### src/rtl/ecs_pkg.sv
package ecs_pkg;

    localparam int WORD_W_DEF = 18;

    typedef enum logic [1:0] {
        PWR_OFF  = 2'd0,
        PWR_WAIT = 2'd1,
        PWR_RUN  = 2'd2
    } pwr_state_t;

    typedef struct packed {
        logic                  tail;   // trailing clock bit, sent last
        logic [WORD_W_DEF-1:0] body;   // payload, LSB sent first
        logic                  head;   // leading clock bit, sent first
    } frame_t;

    localparam logic HEAD_BIT = 1'b1;
    localparam logic TAIL_BIT = 1'b0;

endpackage

### src/rtl/ecs_pwr_ctl.sv
module ecs_pwr_ctl
    import ecs_pkg::*;
(
    input  logic clk,
    input  logic rst,
    input  logic awake,
    input  logic clk_ready,
    output logic run
);

    pwr_state_t state_q, state_d;

    always_comb begin
        state_d = state_q;
        if (!awake) begin
            state_d = PWR_OFF;
        end else begin
            case (state_q)
                PWR_OFF:  state_d = PWR_WAIT;
                PWR_WAIT: state_d = clk_ready ? PWR_RUN : PWR_WAIT;
                PWR_RUN:  state_d = PWR_RUN;
                default:  state_d = PWR_OFF;
            endcase
        end
    end

    always_ff @(posedge clk) begin
        if (rst) state_q <= PWR_OFF;
        else     state_q <= state_d;
    end

    assign run = (state_q == PWR_RUN) && awake;

endmodule

### src/rtl/ecs_frame_build.sv
module ecs_frame_build
    import ecs_pkg::*;
#(
    parameter int WORD_W  = WORD_W_DEF,
    localparam int FRAME_W = WORD_W + 2
) (
    input  logic [WORD_W-1:0]  word_in,
    input  logic               sync_req,
    output logic [FRAME_W-1:0] frame
);

    localparam int HALF_W = WORD_W / 2;

    logic [WORD_W-1:0] train_word;
    logic [WORD_W-1:0] body;

    // training word: first half of the payload ones, remainder zeros
    generate
        for (genvar g = 0; g < WORD_W; g++) begin : g_train
            if (g < HALF_W) begin : g_one
                assign train_word[g] = 1'b1;
            end else begin : g_zero
                assign train_word[g] = 1'b0;
            end
        end
    endgenerate

    assign body  = sync_req ? train_word : word_in;
    assign frame = {TAIL_BIT, body, HEAD_BIT};

endmodule

### src/rtl/ecs_shifter.sv
module ecs_shifter #(
    parameter int FRAME_W = 20,
    localparam int CNT_W  = $clog2(FRAME_W)
) (
    input  logic               clk,
    input  logic               rst,
    input  logic               run,
    input  logic               bit_en,
    input  logic [FRAME_W-1:0] frame_in,
    output logic               ser_bit,
    output logic               take
);

    localparam logic [CNT_W-1:0] LAST_POS = CNT_W'(FRAME_W - 1);

    logic [CNT_W-1:0]   pos_q;
    logic [FRAME_W-1:0] shreg_q;

    always_ff @(posedge clk) begin
        if (rst || !run) begin
            pos_q   <= '0;
            shreg_q <= '0;
            ser_bit <= 1'b0;
            take    <= 1'b0;
        end else begin
            take <= 1'b0;
            if (bit_en) begin
                if (pos_q == '0) begin
                    ser_bit <= frame_in[0];
                    shreg_q <= frame_in >> 1;
                    take    <= 1'b1;
                    pos_q   <= CNT_W'(1);
                end else begin
                    ser_bit <= shreg_q[0];
                    shreg_q <= shreg_q >> 1;
                    pos_q   <= (pos_q == LAST_POS) ? '0 : pos_q + CNT_W'(1);
                end
            end
        end
    end

endmodule

### src/rtl/ecs_framer.sv
module ecs_framer
    import ecs_pkg::*;
#(
    parameter int WORD_W  = WORD_W_DEF,
    localparam int FRAME_W = WORD_W + 2
) (
    input  logic              clk,
    input  logic              rst,
    input  logic              bit_en,
    input  logic [WORD_W-1:0] word_in,
    input  logic              sync_req,
    input  logic              awake,
    input  logic              clk_ready,
    input  logic              oe,
    input  logic              loop_local,
    output logic              ser_bit,
    output logic              ser_oe,
    output logic              word_taken
);

    logic               run;
    logic [FRAME_W-1:0] next_frame;

    ecs_pwr_ctl u_pwr (
        .clk       (clk),
        .rst       (rst),
        .awake     (awake),
        .clk_ready (clk_ready),
        .run       (run)
    );

    ecs_frame_build #(.WORD_W(WORD_W)) u_build (
        .word_in  (word_in),
        .sync_req (sync_req),
        .frame    (next_frame)
    );

    ecs_shifter #(.FRAME_W(FRAME_W)) u_shift (
        .clk      (clk),
        .rst      (rst),
        .run      (run),
        .bit_en   (bit_en),
        .frame_in (next_frame),
        .ser_bit  (ser_bit),
        .take     (word_taken)
    );

    assign ser_oe = run && oe && !loop_local;

endmodule

### config.mk
export PLATFORM = sky130hd
export DESIGN_NAME = ecs_framer
export DESIGN_NICKNAME = d
export VERILOG_FILES = /design/src/rtl/ecs_pkg.sv /design/src/rtl/ecs_pwr_ctl.sv /design/src/rtl/ecs_frame_build.sv /design/src/rtl/ecs_shifter.sv /design/src/rtl/ecs_framer.sv
export SDC_FILE = /design/constraint.sdc
export NUM_CORES = 1
export LEC_CHECK = 0
export ABC_AREA = 1
export BUFFER_PORTS_ARGS = -buffer_cell sky130_fd_sc_hd__buf_2
export CORE_MARGIN = 2
export CORE_UTILIZATION = 54
export DETAILED_ROUTE_END_ITERATION = 8
export GPL_TIMING_DRIVEN = 0
export PLACE_DENSITY = 0.78
export SYNTH_ARGS = -nofsm -noshare
export SYNTH_HDL_FRONTEND = slang
export SYNTH_SLANG_ARGS = --single-unit
### constraint.sdc
create_clock -name clk -period 1.8 [get_ports clk]
set_input_delay 0.09 -clock clk [delete_from_list [all_inputs] [get_ports clk]]
set_output_delay 0.09 -clock clk [all_outputs]
set_load 0.02 [all_outputs]
==> impl_metrics.sql <==
INSERT INTO impl_metrics (metric_group, metric, value, unit) VALUES
('worst_setup_path', 'worstSetupStartpointType', 'flop', ''),
('placement', 'dp.final_hpwl', '2050', 'um'),
('clock_network', 'clk_pin_slew', '0.14', 'ns'),
('clock_network', 'tritoncts', 'done', ''),
('logic_synthesis', 'syn_area_per_cell', '7.23', 'sq um'),
('cells_and_area', 'drive_above_1_share', '29.7', '%'),
('clock_network', 'cts_htree_levels', '1', ''),
('detailed_routing', 'totalWireLength', '2910', 'um'),
('cells_and_area', 'num_antenna_cells', '0', ''),
('logic_synthesis', 'synth_ff_type', 'sky130_fd_sc_hd__dfxtp_1', ''),
('logic_synthesis', 'synth_area_leaders', 'sky130_fd_sc_hd__dfxtp_1 (36%), sky130_fd_sc_hd__nor2_1 (12%), sky130_fd_sc_hd__nand2_1 (8.8%)', ''),
('worst_hold_path', 'holdCritPathClass', 'primary input to flop', ''),
('power', 'cellPowerDensity', '572', 'nW/um^2'),
('worst_setup_path', 'slowest_stage', 'sky130_fd_sc_hd__dfxtp_1', ''),
('sta', 'clock-skew-final', '0.00596', 'ns'),
('clock_network', 'ctsResizeCount', '0', ''),
('cells_and_area', 'stdcell_count', '270', ''),
('worst_setup_path', 'worst-setup-path-type', 'flop to flop', ''),
('logic_synthesis', 'synth_async_sr_flop_share', '0', '%'),
('flow_run', 'maxCapViolations', '0', ''),
('cells_and_area', 'fill_cells', '254', ''),
('clock_network', 'clkSinkCount', '27', ''),
('detailed_routing', 'routed_wire_length_per_instance', '10.8', 'um'),
('sta', 'layout_min_cycle_time', '1.47', 'ns'),
('grt', 'antenna_violations_before_repair', '0', ''),
('worst_setup_path', 'crit_chain', 'inv_1, ha_1, inv_1, nor2_4, nand2_4, buf_6, nand2_2, nand3_2, a21oi_2', ''),
('worst_setup_path', 'worst-endpoint-required', '2.08', 'ns'),
('floorplanning', 'starting_density', '55.7', '%'),
('floorplanning', 'die_h', '56.6', 'um'),
('sta', 'tightest_slew', '0.266', 'ns'),
('logic_synthesis', 'ys_seq_area_share', '36.1', '%'),
('logic_synthesis', 'synth_edf_count', '0', ''),
('sta', 'finalSetupTns', '0', 'ns'),
('detailed_routing', 'detail_route.drc_violations', '0', ''),
('logic_synthesis', 'synth.top_cells.by_count', 'sky130_fd_sc_hd__nor2_1 (47), sky130_fd_sc_hd__nand2_1 (35), sky130_fd_sc_hd__dfxtp_1 (27)', ''),
('placement', 'total_of_buffers_placed_on_input_and_output_ports', '27', ''),
('grt', 'first_global_vias', '1142', ''),
('detailed_routing', 'drt.antenna.violating_nets', '0', ''),
('sta', 'timing.max_slew.rel_slack', '82.2', '%'),
('placement', 'dpl.cell_count', '265', ''),
('grt', 'grt_remaining_overflow', '0', ''),
('detailed_routing', 'detail_route.vias_per_cell', '4.97', ''),
('worst_setup_path', 'arrival', '1.75', 'ns'),
('sta', 'finalSetupViolCount', '0', ''),
('clock_network', 'cts.path.max_buffers', '2', ''),
('logic_synthesis', 'synth.lib_cells_used.distinct', '25', ''),
('grt', 'grt_start_max_net_pins', '16', ''),
('run_status', 'status', 'completed', ''),
('worst_setup_path', 'timing.critical_path.fanout_max', '10', ''),
('logic_synthesis', 'synthCells', '207', ''),
('detailed_routing', 'first_iter_violations', '33', ''),
('logic_synthesis', 'synth_area', '1500', 'sq um'),
('logic_synthesis', 'yosys_register_bits', '27', ''),
('worst_setup_path', 'cp-end-kind', 'flop', ''),
('floorplanning', 'design.portCount', '29', ''),
('clock_network', 'cts_inserted_buffers', '3', ''),
('sta', 'max_clock_freq', '0.680', 'GHz'),
('detailed_routing', 'dr.pass1.iters', '4', ''),
('logic_synthesis', 'netlist.top_cell.by_area', 'sky130_fd_sc_hd__dfxtp_1', ''),
('sta', 'final_hold_viol_count', '0', ''),
('worst_setup_path', 'critical-path-max-stage-delay', '0.36', 'ns'),
('logic_synthesis', 'synth_warnings', '0', ''),
('clock_network', 'worst_skew_pair.late_latency', '0.34', 'ns'),
('detailed_routing', 'vias', '1343', ''),
('cells_and_area', 'finalCoreUtilization', '63.6', '%'),
('power', 'max-vdd-ir-drop', '0.000690', 'V'),
('logic_synthesis', 'yosys.cell_count.top_type', 'sky130_fd_sc_hd__nor2_1', ''),
('logic_synthesis', 'synth_nets', '235', ''),
('cells_and_area', 'fin_nets', '268', ''),
('grt', 'grt_pass1_wl', '4990', 'um'),
('sta', 'maxSlewViolCount', '0', '');
-- stage by stage --
step | total power [mW] | hold WS (ns) | setup slack, ns
6_report | 0.976 | 0.00585 | 0.330
3_3_place_gp | 0.721 | 0.358 | 0.378
2_1_floorplan | 0.683 | 0.247 | 0.532
4_1_cts | 0.982 | 0.00392 | 0.330
3_5_place_dp | 0.722 | 0.358 | 0.387
5_1_grt | 1.01 | 0.0368 | 0.187
-- worst paths after layout --
path | startpoint | end | slack [ns] | cells past startpoint
max | u_shift.pos_q[0] | u_shift.shreg_q[9] | 0.33 | 9
min | clk_ready | u_pwr.state_q[0] | 0.006 | 4
max reg2reg | u_shift.pos_q[0] | u_shift.shreg_q[9] | 0.33 | 9
min reg2reg | u_pwr.state_q[0] | u_pwr.state_q[1] | 0.48 | 1
-- kinds of logic (layout without fill, tap and decap cells) --
family	count (synthesis)	after routing	synth area share, %
simple gates	129	129	42.0
buf+inv	29	61	10.5
flops	27	27	36.1
compound gates	17	17	7.94
xor+xnor	3	3	1.76
fa+ha+maj	2	2	1.67
-- where the power goes --
group	total, mW	switching (mW)	internal (mW)
registers	0.603	0.00187	0.601
logic	0.108	0.0580	0.0501
clock network	0.266	0.182	0.0838
-- final cells by class --
cell class / count / area, sq um / area share (%)
plain buffers: 8 / 78.8 / 4.62
clock buffers: 3 / 22.5 / 1.32
clock inverters: 1 / 5.00 / 0.293
inverters: 21 / 78.8 / 4.62
multi-input cells: 151 / 798 / 46.7
flip-flops and latches: 27 / 541 / 31.6
well taps: 31 / 38.8 / 2.27
repair buffers: 28 / 145 / 8.50
-- placed cells by master, fill, tap and decap left out --
cell type                       Yosys  layout
sky130_fd_sc_hd__buf_2              2      29
sky130_fd_sc_hd__clkbuf_4           0       3
sky130_fd_sc_hd__nand2_2            9       9
sky130_fd_sc_hd__inv_1             18      18
sky130_fd_sc_hd__a31oi_1            1       1
sky130_fd_sc_hd__buf_6              3       3
sky130_fd_sc_hd__nand2_1           35      35
sky130_fd_sc_hd__inv_2              2       2
sky130_fd_sc_hd__clkinv_1           1       1
sky130_fd_sc_hd__a21oi_2            8       8
sky130_fd_sc_hd__clkinv_2           0       1
sky130_fd_sc_hd__a21oi_1            4       4
sky130_fd_sc_hd__xor2_1             3       3
sky130_fd_sc_hd__dlygate4sd3_1      0       1
sky130_fd_sc_hd__dfxtp_1           27      27
sky130_fd_sc_hd__nor2_4             4       4
sky130_fd_sc_hd__clkbuf_8           2       2
sky130_fd_sc_hd__buf_4              1       1
sky130_fd_sc_hd__nand3_2            8       8
sky130_fd_sc_hd__nand3_1           22      22
sky130_fd_sc_hd__a211oi_1           1       1
sky130_fd_sc_hd__nand2_4            1       1
sky130_fd_sc_hd__o21ai_1            1       1
sky130_fd_sc_hd__ha_1               2       2
sky130_fd_sc_hd__nor2_1            47      47
sky130_fd_sc_hd__o21ai_0            2       2
sky130_fd_sc_hd__nor3_1             1       1
sky130_fd_sc_hd__nand4_1            2       2
-- flip-flops by register name, summed over array words and instances (netlist names) --
register	count
u_pwr.state_q	2
u_shift.ser_bit	1
u_shift.pos_q	5
u_shift.take	1
u_shift.shreg_q	18
-- layer usage --
| layer | global-route usage [%] | routed length, um | vias to the layer above |
|---|---|---|---|
| met4 | 5.10 | 29 | 0 |
| li1 | - | - | 719 |
| met2 | 30.6 | 1360 | 25 |
| met1 | 26.9 | 1400 | 595 |
| met3 | 4.84 | 112 | 4 |
| met5 | 0 | 0 | - |
-- critical path, delay by kind of cell, from the launching register on --
family,cells,cell delay (ns)
compound gates,1,0.11
fa+ha+maj,1,0.17
buf+inv,3,0.32
flops,1,0.36
simple gates,4,0.45
Power figures use the tool's default switching activity.
